===== src/rtl/fgpio_pkg.sv =====
package fgpio_pkg;

   localparam int unsigned REG_AW = 3;

   typedef enum logic [REG_AW-1:0] {
      OFS_PINS  = 3'd0,
      OFS_LATCH = 3'd1,
      OFS_SET   = 3'd2,
      OFS_CLR   = 3'd3,
      OFS_DIR   = 3'd4,
      OFS_MASK  = 3'd5,
      OFS_RSV6  = 3'd6,
      OFS_RSV7  = 3'd7
   } fgpio_ofs_e;

   typedef struct packed {
      logic pins;
      logic set;
      logic clr;
      logic dir;
      logic mask;
   } fgpio_wsel_t;

endpackage


===== src/rtl/fgpio_lane_expand.sv =====
module fgpio_lane_expand #(
   parameter int unsigned PORT_W = 32,
   localparam int unsigned LANES = PORT_W / 8
) (
   input  logic [LANES-1:0]  be,
   output logic [PORT_W-1:0] bits
);

   for (genvar k = 0; k < LANES; k++) begin : g_lane
      assign bits[8*k +: 8] = {8{be[k]}};
   end

endmodule


===== src/rtl/fgpio_sync.sv =====
module fgpio_sync #(
   parameter int unsigned WIDTH  = 32,
   parameter int unsigned STAGES = 2
) (
   input  logic             clk,
   input  logic             rst,
   input  logic [WIDTH-1:0] d,
   output logic [WIDTH-1:0] q
);

   logic [WIDTH-1:0] stage_q [STAGES];

   for (genvar s = 0; s < STAGES; s++) begin : g_stage
      if (s == 0) begin : g_first
         always_ff @(posedge clk) begin
            if (rst) stage_q[s] <= '0;
            else     stage_q[s] <= d;
         end
      end else begin : g_next
         always_ff @(posedge clk) begin
            if (rst) stage_q[s] <= '0;
            else     stage_q[s] <= stage_q[s-1];
         end
      end
   end

   assign q = stage_q[STAGES-1];

endmodule


===== src/rtl/fgpio_regs.sv =====
module fgpio_regs
   import fgpio_pkg::*;
#(
   parameter int unsigned PORT_W = 32
) (
   input  logic              clk,
   input  logic              rst,
   input  fgpio_wsel_t       wsel,
   input  logic [PORT_W-1:0] wdata,
   input  logic [PORT_W-1:0] lanes,
   output logic [PORT_W-1:0] dir_q,
   output logic [PORT_W-1:0] mask_q,
   output logic [PORT_W-1:0] latch_q
);

   logic [PORT_W-1:0] rise_v;
   logic [PORT_W-1:0] fall_v;
   logic [PORT_W-1:0] latch_d;
   logic [PORT_W-1:0] dir_d;
   logic [PORT_W-1:0] mask_d;
   logic [PORT_W-1:0] grp_en;

   // Every latch update is expressed as a rise vector and a fall vector;
   // a fall overrides a rise on the same bit.
   assign grp_en = lanes & ~mask_q;

   always_comb begin
      rise_v = '0;
      fall_v = '0;
      if (wsel.set) rise_v = wdata & lanes;
      if (wsel.clr) fall_v = wdata & lanes;
      if (wsel.pins) begin
         rise_v = wdata & grp_en;
         fall_v = ~wdata & grp_en;
      end
      latch_d = (latch_q | rise_v) & ~fall_v;
   end

   assign dir_d  = wsel.dir  ? ((dir_q  & ~lanes) | (wdata & lanes)) : dir_q;
   assign mask_d = wsel.mask ? ((mask_q & ~lanes) | (wdata & lanes)) : mask_q;

   always_ff @(posedge clk) begin
      if (rst) begin
         dir_q   <= '0;
         mask_q  <= '0;
         latch_q <= '0;
      end else begin
         dir_q   <= dir_d;
         mask_q  <= mask_d;
         latch_q <= latch_d;
      end
   end

endmodule


===== src/rtl/fgpio_rdmux.sv =====
module fgpio_rdmux
   import fgpio_pkg::*;
#(
   parameter int unsigned PORT_W = 32
) (
   input  logic              clk,
   input  logic              rst,
   input  logic              rd,
   input  fgpio_ofs_e        ofs,
   input  logic [PORT_W-1:0] pins_sync,
   input  logic [PORT_W-1:0] dir_q,
   input  logic [PORT_W-1:0] mask_q,
   input  logic [PORT_W-1:0] latch_q,
   output logic [PORT_W-1:0] rdata,
   output logic              rdata_vld
);

   logic [PORT_W-1:0] sel_d;

   always_comb begin
      unique case (ofs)
         OFS_PINS:  sel_d = pins_sync & ~mask_q;
         OFS_LATCH: sel_d = latch_q;
         OFS_DIR:   sel_d = dir_q;
         OFS_MASK:  sel_d = mask_q;
         default:   sel_d = '0;
      endcase
   end

   always_ff @(posedge clk) begin
      if (rst) begin
         rdata     <= '0;
         rdata_vld <= 1'b0;
      end else begin
         rdata_vld <= rd;
         if (rd) rdata <= sel_d;
      end
   end

endmodule


===== src/rtl/fgpio_port.sv =====
module fgpio_port
   import fgpio_pkg::*;
#(
   parameter int unsigned PORT_W      = 32,
   parameter int unsigned SYNC_STAGES = 2,
   localparam int unsigned LANES      = PORT_W / 8
) (
   input  logic                clk,
   input  logic                rst,
   input  logic                req,
   input  logic                we,
   input  logic [REG_AW-1:0]   addr,
   input  logic [LANES-1:0]    be,
   input  logic [PORT_W-1:0]   wdata,
   output logic [PORT_W-1:0]   rdata,
   output logic                rdata_vld,
   input  logic [PORT_W-1:0]   pin_in,
   output logic [PORT_W-1:0]   pin_out,
   output logic [PORT_W-1:0]   pin_oe
);

   if (PORT_W < 8 || (PORT_W % 8) != 0) begin : g_bad_width
      $error("fgpio_port: PORT_W must be a non-zero multiple of 8");
   end
   if (SYNC_STAGES < 2) begin : g_bad_sync
      $error("fgpio_port: SYNC_STAGES must be at least 2");
   end

   fgpio_ofs_e        ofs;
   fgpio_wsel_t       wsel;
   logic              wr;
   logic              rd;
   logic [PORT_W-1:0] lanes;
   logic [PORT_W-1:0] pins_sync;
   logic [PORT_W-1:0] dir_q;
   logic [PORT_W-1:0] mask_q;
   logic [PORT_W-1:0] latch_q;

   assign ofs = fgpio_ofs_e'(addr);
   assign wr  = req &  we;
   assign rd  = req & ~we;

   always_comb begin
      wsel      = '0;
      wsel.pins = wr && (ofs == OFS_PINS);
      wsel.set  = wr && (ofs == OFS_SET);
      wsel.clr  = wr && (ofs == OFS_CLR);
      wsel.dir  = wr && (ofs == OFS_DIR);
      wsel.mask = wr && (ofs == OFS_MASK);
   end

   fgpio_lane_expand #(.PORT_W(PORT_W)) u_lanes (
      .be   (be),
      .bits (lanes)
   );

   fgpio_sync #(.WIDTH(PORT_W), .STAGES(SYNC_STAGES)) u_sync (
      .clk (clk),
      .rst (rst),
      .d   (pin_in),
      .q   (pins_sync)
   );

   fgpio_regs #(.PORT_W(PORT_W)) u_regs (
      .clk     (clk),
      .rst     (rst),
      .wsel    (wsel),
      .wdata   (wdata),
      .lanes   (lanes),
      .dir_q   (dir_q),
      .mask_q  (mask_q),
      .latch_q (latch_q)
   );

   fgpio_rdmux #(.PORT_W(PORT_W)) u_rdmux (
      .clk       (clk),
      .rst       (rst),
      .rd        (rd),
      .ofs       (ofs),
      .pins_sync (pins_sync),
      .dir_q     (dir_q),
      .mask_q    (mask_q),
      .latch_q   (latch_q),
      .rdata     (rdata),
      .rdata_vld (rdata_vld)
   );

   assign pin_out = latch_q;
   assign pin_oe  = dir_q;

endmodule


===== config.mk =====
export PLATFORM = sky130hd
export DESIGN_NAME = fgpio_port
export DESIGN_NICKNAME = d
export VERILOG_FILES = /design/src/rtl/fgpio_pkg.sv /design/src/rtl/fgpio_lane_expand.sv /design/src/rtl/fgpio_sync.sv /design/src/rtl/fgpio_regs.sv /design/src/rtl/fgpio_rdmux.sv /design/src/rtl/fgpio_port.sv
export SDC_FILE = /design/constraint.sdc
export NUM_CORES = 1
export LEC_CHECK = 0
export BUFFER_PORTS_ARGS = -buffer_cell sky130_fd_sc_hd__buf_2
export CAP_MARGIN = 20
export CORE_MARGIN = 5
export CORE_UTILIZATION = 35
export DETAILED_ROUTE_END_ITERATION = 6
export SLEW_MARGIN = 20
export SYNTH_ARGS = -nofsm -noshare
export SYNTH_HDL_FRONTEND = slang
export SYNTH_HIERARCHICAL = 1
export SYNTH_SLANG_ARGS = --single-unit

===== constraint.sdc =====
create_clock -name clk -period 2 [get_ports clk]
set_clock_uncertainty 0.05 [all_clocks]
set_input_delay 0.2 -clock clk [delete_from_list [all_inputs] [get_ports clk]]
set_output_delay 0.2 -clock clk [all_outputs]
set_load 0.05 [all_outputs]

=== Yosys cells after proc, flatten, opt, wreduce, memory -nomap -nowiden ===
Memories as Yosys holds them, arrays and structs flattened.
Cells that the tools add are included.

* Register bits after elaboration: 129
* RAM bits: 64
* Output and inout port bits: 97
* Word-level logic and storage cells: 47
* Memories kept: 1

{| class="wikitable"
|+ Memories
! memory !! depth !! bits a word !! rd ports !! clocked after Yosys merged registers in !! wr ports !! RTL line !! text
|-
| u_sync.stage_q || 2 || 32 || 2 || 0 || 2 || fgpio_sync.sv:11 || <nowiki>logic [WIDTH-1:0] stage_q [STAGES];</nowiki>
|}

* Equal/unequal tests: 5
* Multiplexer cells: 10
* Bitwise operators: 20
* Reduce and logical (&&, ||, !) cells: 6

{| class="wikitable"
|+ Operators by type and width
! kind !! number
|-
| bitwise AND 32 bit || 8
|-
| 2-to-1 mux 32 bit || 6
|-
| NOT 32 bit || 4
|-
| one-hot mux 32 bit (4 select lines) || 1
|-
| bitwise OR 32 bit || 3
|-
| equality test 3 x 2 -> 1 bit, second input constant || 2
|-
| equality test 3 bit, second input constant || 2
|-
| logical AND 1 bit || 5
|-
| equality test 3 x 1 -> 1 bit, second input constant || 1
|-
| logical NOT 3 bit || 1
|-
| 2-to-1 mux 1 bit || 3
|-
| bitwise AND 1 bit || 2
|-
| bitwise OR 1 bit || 2
|-
| NOT 1 bit || 1
|}

=== Depth between registers and ports, before layout ===
Gate-level depths: netlist (run 1).

* Depth in word-level cells: 6
* Mapped depth: 7
* Gate-level depth less buffers: 5

=== Modules after synthesis ===
Netlist (run 1), hierarchy kept.

{| class="wikitable"
|+ Modules (own cells, without submodules)
! module !! times used !! cells each !! area an instance (µm²)
|-
| fgpio_regs || 1 || 566 || 4,634.4
|-
| fgpio_rdmux || 1 || 285 || 2,531.2
|-
| fgpio_sync || 1 || 135 || 1,918.1
|-
| fgpio_lane_expand || 1 || 32 || 240.2
|-
| fgpio_port || 1 || 10 || 56.3
|}

=== Least setup slack after synthesis (run 1) ===
OpenSTA, ideal clock, no wires.

* Kind: input port to flip-flop
* Start point: in addr[0]
* End point: reg u_regs.latch_q[10]
* Data arrival time: 1.330 ns
* Data required time: 1.880 ns
* Setup slack: 0.550 ns
* Stages: 7
* Buffers on the path: 2
* Path through: nand3b_1 nor3_2 nor2b_1 buf_6 buf_6 a311o_1 a21oi_1

{| class="wikitable"
|+ RTL lines
! element !! RTL line !! text
|-
| start, declared || fgpio_port.sv:12 || <nowiki>input logic [REG_AW-1:0] addr,</nowiki>
|-
| end signal, assigned || fgpio_regs.sv:50 || <nowiki>latch_q <= latch_d;</nowiki>
|-
| end, declared || fgpio_regs.sv:13 || <nowiki>output logic [PORT_W-1:0] latch_q</nowiki>
|}

==> impl_metrics.env, run 1 <==
export IMPL_outcome="finished clean"
export IMPL_period_needed_ns=1.59
export IMPL_cts_buffer_depth=2
export IMPL_critical_path_cell_chain="buf_4, nand3b_1, nor2_1, nor2b_4, o211ai_1, a21oi_1"
export IMPL_die_w_um=174
export IMPL_max_freq_mhz=629
export IMPL_antenna_found_initial=0
export IMPL_hpwl_mm=15.2
export IMPL_clock_sinks=193
export IMPL_clk_pin_slew_ns=0.07
export IMPL_layout_common_cells="dfxtp_1, buf_2, a21oi_1"
export IMPL_max_stage_delay_ns=0.82
export IMPL_nets=1266
export IMPL_design_area_sq_um=11400
export IMPL_drv_cap=0
export IMPL_synth_cell_types=32
export IMPL_grt_max_degree=97
export IMPL_cts_setup_buffers=0
export IMPL_die_y_um=174
export IMPL_end_kind="flop"
export IMPL_grt_pass1_wl_mm=39.3
export IMPL_drive_gt1_frac=0.302
export IMPL_firstDrtPassIters=6
export IMPL_syn_inst=1028
export IMPL_leakage_nw=4.58
export IMPL_ios=172
export IMPL_worstMarginPinSlew_ns=1.01
export IMPL_routed_wirelength_mm=24.1
export IMPL_finalSetupViolations=0
export IMPL_cts_made_buffers=17
export IMPL_r2r_end="u_regs/latch_q[3]"
export IMPL_core_area_sq_um=26700
export IMPL_rsz0062_at_grt="false"
export IMPL_avgSynthCellArea_sq_um=9.12
export IMPL_min_from="wdata[25]"
export IMPL_relSlewSlack=0.324
export IMPL_placed_area_sq_um=10300
export IMPL_yosys_warnings=6
export IMPL_synthesis_nets=1103
export IMPL_post_place_ws_ns=-0.00377
export IMPL_ff2ff_setup_slack_ns=0.91
export IMPL_ir_drop_mv=0.404
export IMPL_numPortBuffers=171
export IMPL_vias=7678
export IMPL_final_antenna_net_count=0
export IMPL_async_flop_share=0
export IMPL_layout_commonest_cell="dfxtp_1"
export IMPL_grt_overflow_total=0
export IMPL_ys_seq_elements=193
export IMPL_finalHoldViolations=0
export IMPL_insertion_delay_ns=0.42
export IMPL_synth_edf_count=0
export IMPL_cts_root_buffer="clkbuf_16"
export IMPL_h_tree_depth=4
export IMPL_areaGrowthSynthToFinish_pct=21.1
export IMPL_insertedDiodeCount=0
export IMPL_cts_tree="yes"
export IMPL_hold_path_cell_count=3
export IMPL_ys_seq_area_frac=0.412
export IMPL_vias_per_cell=4.97
export IMPL_setup_slack_ns=0.409
export IMPL_grt_pass1_vias=7495
export IMPL_drv_slew=0
export IMPL_arrival_ns=1.88
export IMPL_drc=0
export IMPL_synth_flop_cell="dfxtp_1"
export IMPL_reg2reg_depth=3
export IMPL_min_period_over_period=0.795
export IMPL_total_power_mw=8.28
export IMPL_synthesis_area_sq_um=9380
export IMPL_row_count=60
export IMPL_dieArea_sq_um=30200
export IMPL_cp_required_ns=2.29
export IMPL_slowest_stage="nor2b_4"
export IMPL_startpoint_type="input port"
export IMPL_critPathKind="in2reg"
export IMPL_min_path_type="in2reg"
export IMPL_start_util=0.352
export IMPL_crit_fanout=32
export IMPL_power_density_nw_per_um2=729
export IMPL_routedWlPerCell_um=15.6
export IMPL_drtIter0Drc=318
export IMPL_track_usage=0.156
export IMPL_place_congestion=0.726
[cells by family after synthesis]
family	synth area share
buffers and inverters	0.0902
and+or+nand+nor	0.287
muxes	0.0576
DFF	0.412
AOI/OAI and AO/OA	0.153
[metrics by stage]
stage,std cells,setup TNS (ns),hold WS (ns),util
final,1545,0,0.0248,0.426
after floorplan,1028,0,0.278,-
after CTS,1545,0,0.000179,0.426
after global routing,1545,0,0.0120,0.426
after detailed placement,1468,-0.00377,0.362,0.387
after global placement,1468,0,0.360,0.387
[synthesized netlist by cell type, types with 21 or more instances]
library cell | n | area [sq um]
dfxtp_1 | 193 | 3860
a21oi_1 | 140 | 701
nand2_1 | 110 | 413
nor2b_2 | 60 | 526
nor2b_1 | 59 | 369
nand3_1 | 47 | 235
buf_4 | 39 | 293
a311o_1 | 32 | 320
and2_1 | 32 | 200
inv_1 | 32 | 120
mux2_2 | 32 | 360
nor4bb_1 | 32 | 320
o211ai_1 | 32 | 240
nor3b_2 | 30 | 375
o21ai_1 | 30 | 150
nor2_1 | 22 | 82.6
buf_6 | 21 | 236
[power by group]
group / switching, mW / total, mW / internal, mW
logic: 0.429 / 0.754 / 0.326
clock network: 1.62 / 3.57 / 1.95
registers: 0.0326 / 3.95 / 3.92
[worst max-delay path, delay by kind of cell]
family                 cells  cell delay [ns]
AO/OA/AOI/OAI              2             0.40
buffers and inverters      1             0.12
AND/OR/NAND/NOR            3             1.14
[layout make-up]
class,count,area [sq um]
Clock buffer,20,457
Tap cell,341,427
Fill cell,2574,15300
Clock inverter,12,149
Timing Repair Buffer,246,1630
Inverter,32,120
Sequential cell,193,3860
Multi-Input combinational cell,701,4720
[per-layer routing]
| metal | wire length (um) | global-route usage | vias up | share of wire |
|---|---|---|---|---|
| met4 | 308 | 0.0393 | 0 | 0.013 |
| met2 | 11400 | 0.260 | 181 | 0.47 |
| met3 | 1090 | 0.0345 | 21 | 0.045 |
| li1 | - | - | 3845 | - |
| met1 | 11300 | 0.207 | 3631 | 0.47 |
| met5 | 0 | 0 | - | 0 |
[worst max path at each step]
stage | slack (ns) | endpoint | cells after the start | from
5_1_grt | 0.29 | u_regs/latch_q[3] | 6 | addr[0]
3_5_place_dp | -0.004 | u_regs/latch_q[3] | 6 | addr[0]
2_1_floorplan | 0.55 | u_regs/latch_q[10] | 7 | addr[0]
6_report | 0.41 | u_regs/latch_q[3] | 6 | addr[0]
3_3_place_gp | 0.04 | u_regs/latch_q[24] | 6 | addr[0]
4_1_cts | 0.44 | u_regs/latch_q[3] | 6 | addr[0]
[what timing repair did]
action | in CTS | in global routing
endpoints found under the hold margin | 50 | 0
gates resized for setup | 0 | 0
hold buffers | 45 | 0
Power figures use the tool's default switching activity.
==> run 2: changes to the inputs <==
--- a/config.mk
+++ b/config.mk
@@ -5,6 +5,7 @@
 export SDC_FILE = /design/constraint.sdc
 export NUM_CORES = 1
 export LEC_CHECK = 0
+export ABC_AREA = 1
 export BUFFER_PORTS_ARGS = -buffer_cell sky130_fd_sc_hd__buf_2
 export CAP_MARGIN = 20
 export CORE_MARGIN = 5
==> constraint.sdc (replaced) <==
create_clock -name clk -period 1.3 [get_ports clk]
set_clock_uncertainty 0.05 [all_clocks]
set_input_delay 0.13 -clock clk [delete_from_list [all_inputs] [get_ports clk]]
set_output_delay 0.13 -clock clk [all_outputs]
set_load 0.05 [all_outputs]
==> run 2 against run 1 <==
  * Cell area is 5.3% higher
  * Register-to-register slack worse by 0.62 ns
  * Global-route usage is 2.3 points higher
  * Synthesized cell count is 38% higher
  * Sequential cell count stayed put
  * Combinational power is 86% higher
  * Clock power is 60% higher
==> impl_metrics.env, run 2 <==
export IMPL_outcome="finished clean"
export IMPL_grt_util_met3=0.0405
export IMPL_clk_pin_slew_ns=0.07
export IMPL_h_tree_depth=4
export IMPL_vias=9292
export IMPL_die_y_um=175
export IMPL_final_antenna_net_count=0
export IMPL_finalSetupViolations=0
export IMPL_ios=172
export IMPL_p_sw_mw=3.34
export IMPL_drv_cap=0
export IMPL_cts_buffer_depth=2
export IMPL_pwr_share_seq=0.461
export IMPL_ir_drop_mv=0.745
export IMPL_drc=0
export IMPL_die_w_um=175
export IMPL_cts_made_buffers=17
export IMPL_leakage_nw=6.32
export IMPL_layout_common_cells="nand2_1, inv_1, nor2_1"
export IMPL_final_cell_count_no_fill=1948
export IMPL_grt_overflow_total=0
export IMPL_row_count=60
export IMPL_vias_per_cell=4.77
export IMPL_firstDrtPassIters=5
export IMPL_yosys_warnings=6
export IMPL_track_usage=0.179
export IMPL_synthTopCellsByArea="dfxtp_1, nand2_1, inv_1, nor2_1, a21oi_1"
export IMPL_start_util=0.355
export IMPL_comb_power_share=0.106
export IMPL_worstMarginPinSlew_ns=0.379
export IMPL_syn_inst=1423
export IMPL_cts_tree="yes"
export IMPL_slowest_stage="dfxtp_1"
export IMPL_clock_sinks=193
export IMPL_dp_cells=1871
export IMPL_grt_max_degree=66
export IMPL_synth_cell_types=20
export IMPL_areaGrowthSynthToFinish_pct=24.9
export IMPL_place_congestion=0.798
export IMPL_relSlewSlack=0.747
export IMPL_synth_most_common_cell="nand2_1"
export IMPL_end_kind="output port"
export IMPL_routed_wirelength_mm=28.0
export IMPL_synth_top_area_frac=0.403
export IMPL_drtIter0Drc=668
export IMPL_drive_gt1_frac=0.164
export IMPL_numPortBuffers=171
export IMPL_max_stage_delay_ns=0.38
export IMPL_clock_power_share=0.433
export IMPL_routedWlPerCell_um=14.3
export IMPL_grtUsageMet1=0.228
export IMPL_dieArea_sq_um=30800
export IMPL_netlist_top_cells_count="nand2_1, inv_1, nor2_1"
export IMPL_synth_flop_cell="dfxtp_1"
export IMPL_top_usage_layer="met2"
export IMPL_synthesis_nets=1498
export IMPL_antenna_found_initial=2
export IMPL_avgSynthCellArea_sq_um=6.73
export IMPL_startpoint_type="flop"
export IMPL_groute_layer_met2_usage=0.307
export IMPL_min_period_over_period=0.972
export IMPL_yosys_area_top_type="dfxtp_1"
export IMPL_insertedDiodeCount=0
export IMPL_critical_path_top_delay_family="flip-flops"
export IMPL_power_density_nw_per_um2=1100
export IMPL_drv_slew=0
export IMPL_ys_seq_elements=193
export IMPL_core_area_sq_um=27000
export IMPL_cts_setup_buffers=0
export IMPL_min_path_type="in2reg"
export IMPL_crit_fanout=2
export IMPL_ys_seq_area_frac=0.403
export IMPL_critPathKind="reg2out"
export IMPL_hpwl_mm=18.6
export IMPL_async_flop_share=0
export IMPL_max_freq_mhz=791
export IMPL_arrival_ns=1.08
export IMPL_nets=1669
export IMPL_crit_buf_inv=1
export IMPL_critical_path_cell_chain="buf_2"
export IMPL_cts_root_buffer="clkbuf_16"
export IMPL_insertion_delay_ns=0.43
export IMPL_grt_pass1_wl_mm=45.3
export IMPL_synth_edf_count=0
export IMPL_synthesis_area_sq_um=9580
export IMPL_finalHoldViolations=0
export IMPL_period_needed_ns=1.26
export IMPL_layout_commonest_cell="nand2_1"
export IMPL_setup_tns_ns=0
export IMPL_cp_required_ns=1.12
export IMPL_swShare=0.253
export IMPL_intPower_mw=9.86
export IMPL_grt_pass1_vias=8668
-- run 2: changes by cell type in the layout (fill, tap and decap cells not counted), moves of 56 or more --
cell | previous run | this run
nor2_1 | 20 | 226
inv_1 | 32 | 229
nand2_1 | 110 | 294
nand4_1 | 0 | 64
nor2b_2 | 60 | 0
buf_2 | 169 | 113
nor2b_1 | 56 | 0
-- run 2: logic make-up after synthesis --
kind of cell / after synthesis / share of synthesized area
AND/OR/NAND/NOR: 688 / 0.302
buffers and inverters: 350 / 0.177
flip-flops: 193 / 0.403
AO/OA/AOI/OAI: 192 / 0.117
-- run 2: power by group through the flow --
stage	combinational, mW	clock (mW)	sequential (mW)
global route	1.54	6.13	6.10
floorplan	0.785	0	6.30
detailed placement	1.29	0	6.22
global placement	1.27	0	6.22
finish	1.40	5.72	6.08
CTS	1.40	5.86	6.08
-- run 2: per-layer routing --
| layer | wire length [um] | up-vias | share of wire |
|---|---|---|---|
| met3 | 1720 | 30 | 0.061 |
| met5 | 14 | - | 0.00050 |
| met4 | 430 | 4 | 0.015 |
| li1 | - | 4754 | - |
| met2 | 13400 | 261 | 0.48 |
| met1 | 12400 | 4243 | 0.44 |
-- run 2: final cells by class --
type	instances	area, sq um
Clock buffer	21	450
Clock inverter	11	173
Fill cell	2716	15000
Inverter	234	878
Multi-Input combinational cell	880	4040
Sequential cell	193	3860
Tap cell	341	427
Timing Repair Buffer	268	2140
-- run 2: through the flow --
step	total power [mW]	util	hold WS, ns	worst slack [ns]	area [sq um]
after floorplan	7.09	-	0.187	0.181	9580
after global placement	7.49	0.399	0.280	-0.128	10700
after detailed placement	7.51	0.399	0.287	-0.165	10700
after CTS	13.3	0.440	0.000527	0.000171	11900
after global routing	13.8	0.444	0.0142	-0.00242	12000
final	13.2	0.444	0.0196	0.0362	12000
-- run 2: path summary, 6_finish.rpt --
check        cells after the start  slack, ns               endpoint             startpoint
max                              1       0.04               rdata[6]       u_rdmux/rdata[6]
min reg2reg                      2       0.35  u_sync/stage_q[1][13]  u_sync/stage_q[0][13]
min                              5       0.02      u_regs/latch_q[4]               wdata[4]
max reg2reg                      5       0.29      u_rdmux/rdata[13]                   flop
-- run 2: timing repair --
item | 4_1_cts | 5_1_grt
endpoints found under the setup margin | 19 | 39
resized for setup | 19 | 43
gates cloned | 0 | 0
hold buffers | 45 | 0
endpoints found under the hold margin | 44 | 0
==> run 3: changes to the inputs <==
--- a/config.mk
+++ b/config.mk
@@ -11,6 +11,7 @@
 export CORE_MARGIN = 5
 export CORE_UTILIZATION = 35
 export DETAILED_ROUTE_END_ITERATION = 6
+export RECOVER_POWER = 100
 export SLEW_MARGIN = 20
 export SYNTH_ARGS = -nofsm -noshare
 export SYNTH_HDL_FRONTEND = slang
==> run 3 against run 2 <==
  * Routed wire length is 0.30% lower
  * Setup slack worse by 0.0034 ns
  * Clock power hardly changed
  * Critical endpoint is now pin_oe[16]
  * Fmax is 0.27% lower
  * First-iteration DRC count is 2.2% lower
  * Largest cell class unchanged
  * Via count is 0.42% higher
  * Count of clock-buffer cells in the layout stayed put
==> impl_metrics.env, run 3 (synthesis gave the netlist of run 2 again) <==
export IMPL_outcome="finished clean"
export IMPL_ir_drop_mv=0.745
export IMPL_drtIter0Drc=653
export IMPL_core_area_sq_um=27000
export IMPL_drv_cap=0
export IMPL_cts_root_buffer="clkbuf_16"
export IMPL_finalSetupViolations=0
export IMPL_crit_buf_inv=1
export IMPL_finalHoldViolations=0
export IMPL_grt_pass1_vias=8668
export IMPL_final_antenna_net_count=0
export IMPL_crit_fanout=3
export IMPL_layout_common_cells="nand2_1, inv_1, nor2_1"
export IMPL_grt_pass1_wl_mm=45.3
export IMPL_hpwl_mm=18.6
export IMPL_numPortBuffers=171
export IMPL_max_freq_mhz=789
export IMPL_min_path_type="in2reg"
export IMPL_max_stage_delay_ns=0.36
export IMPL_grt_max_degree=66
export IMPL_cts_made_buffers=17
export IMPL_clock_sinks=193
export IMPL_critical_path_cell_chain="buf_2"
export IMPL_row_count=60
export IMPL_drv_slew=0
export IMPL_post_place_ws_ns=-0.165
export IMPL_dp_cells=1871
export IMPL_design_area_sq_um=11900
export IMPL_cp_required_ns=1.12
export IMPL_insertedDiodeCount=0
export IMPL_relSlewSlack=0.678
export IMPL_track_usage=0.179
export IMPL_critPathKind="reg2out"
export IMPL_final_cell_count_no_fill=1948
export IMPL_placed_area_sq_um=10700
export IMPL_min_period_over_period=0.975
export IMPL_die_y_um=175
export IMPL_die_w_um=175
export IMPL_grt_overflow_total=0
export IMPL_end_kind="output port"
export IMPL_startpoint_type="flop"
export IMPL_arrival_ns=1.09
export IMPL_insertion_delay_ns=0.43
export IMPL_dieArea_sq_um=30800
export IMPL_vias_per_cell=4.79
export IMPL_drc=0
export IMPL_h_tree_depth=4
export IMPL_nets=1669
export IMPL_cts_buffer_depth=2
export IMPL_multi_input_area_sq_um=4040
export IMPL_slowest_stage="dfxtp_1"
export IMPL_cts_tree="yes"
export IMPL_ios=172
export IMPL_fill_cells=2723
export IMPL_vias=9331
export IMPL_setup_tns_ns=0
export IMPL_routedWlPerCell_um=14.3
export IMPL_seqCellArea_sq_um=3860
export IMPL_start_util=0.355
export IMPL_antenna_found_initial=2
export IMPL_firstDrtPassIters=6
export IMPL_leakage_nw=6.28
export IMPL_layout_commonest_cell="nand2_1"
export IMPL_areaGrowthSynthToFinish_pct=24.7
export IMPL_power_density_nw_per_um2=1100
export IMPL_cts_setup_buffers=0
export IMPL_critical_path_top_delay_family="flip-flops"
export IMPL_timing_hold_ws_ns=0.0201
export IMPL_worstMarginPinSlew_ns=0.483
export IMPL_clk_pin_slew_ns=0.08
export IMPL_place_congestion=0.798
export IMPL_routed_wirelength_mm=27.9
export IMPL_setup_slack_ns=0.0327
export IMPL_period_needed_ns=1.27
export IMPL_drive_gt1_frac=0.164
-- run 3: cell types whose count changed in the layout (fill, tap and decap cells not counted) --
cell,before,now
clkbuf_2,0,31
buf_2,113,83
buf_4,51,46
clkbuf_4,34,38
buf_12,23,21
clkbuf_1,3,4
clkbuf_8,1,2
-- run 3: timing repair --
action                     CTS  global route
hold endpoints to repair    44             0
setup endpoints to repair   19            39
resized for setup           19            43
hold buffers                45             0
gates cloned                 0             0
-- run 3: final timing paths --
kind / startpoint / endpoint / slack, ns / cells after the start
setup / recovery: flop / pin_oe[16] / 0.03 / 1
hold / removal: wdata[4] / u_regs/latch_q[4] / 0.02 / 5
setup reg to reg: flop / u_rdmux/rdata[13] / 0.29 / 5
hold reg to reg: u_sync/stage_q[0][13] / u_sync/stage_q[1][13] / 0.35 / 2
-- run 3: where the power goes --
group / leakage [nW] / internal, mW / switching, mW
sequential: 1.57 / 6.03 / 0.0510
clock: 0.303 / 3.30 / 2.41
combinational: 4.40 / 0.517 / 0.871
total: 6.28 / 9.85 / 3.33
-- run 3: cell type report --
type                       count  area share
clock buffer                  21      0.0377
clock inverter                11      0.0145
multi-input combinational    880       0.338
tap                          341      0.0357
timing repair buffer         268       0.177
inverter                     234      0.0736
sequential                   193       0.324
-- run 3: through the flow --
stage	power [mW]	util
3_5_place_dp	7.51	0.399
4_1_cts	13.3	0.440
6_report	13.2	0.443
2_1_floorplan	7.09	-
3_3_place_gp	7.49	0.399
5_1_grt	13.8	0.443
-- run 3: metal layers --
metal,vias to the layer above,track usage,share of wire
li1,4754,-,-
met1,4266,0.228,0.44
met2,278,0.307,0.48
met3,29,0.0405,0.062
met4,4,0.0513,0.014
met5,-,0,0.00050
-- run 3: worst min-delay path: stages --
cell,delay (ns)
buf_2,0.09
nor2_1,0.04
nand2_1,0.05
nand3_1,0.06
nor2_1,0.09
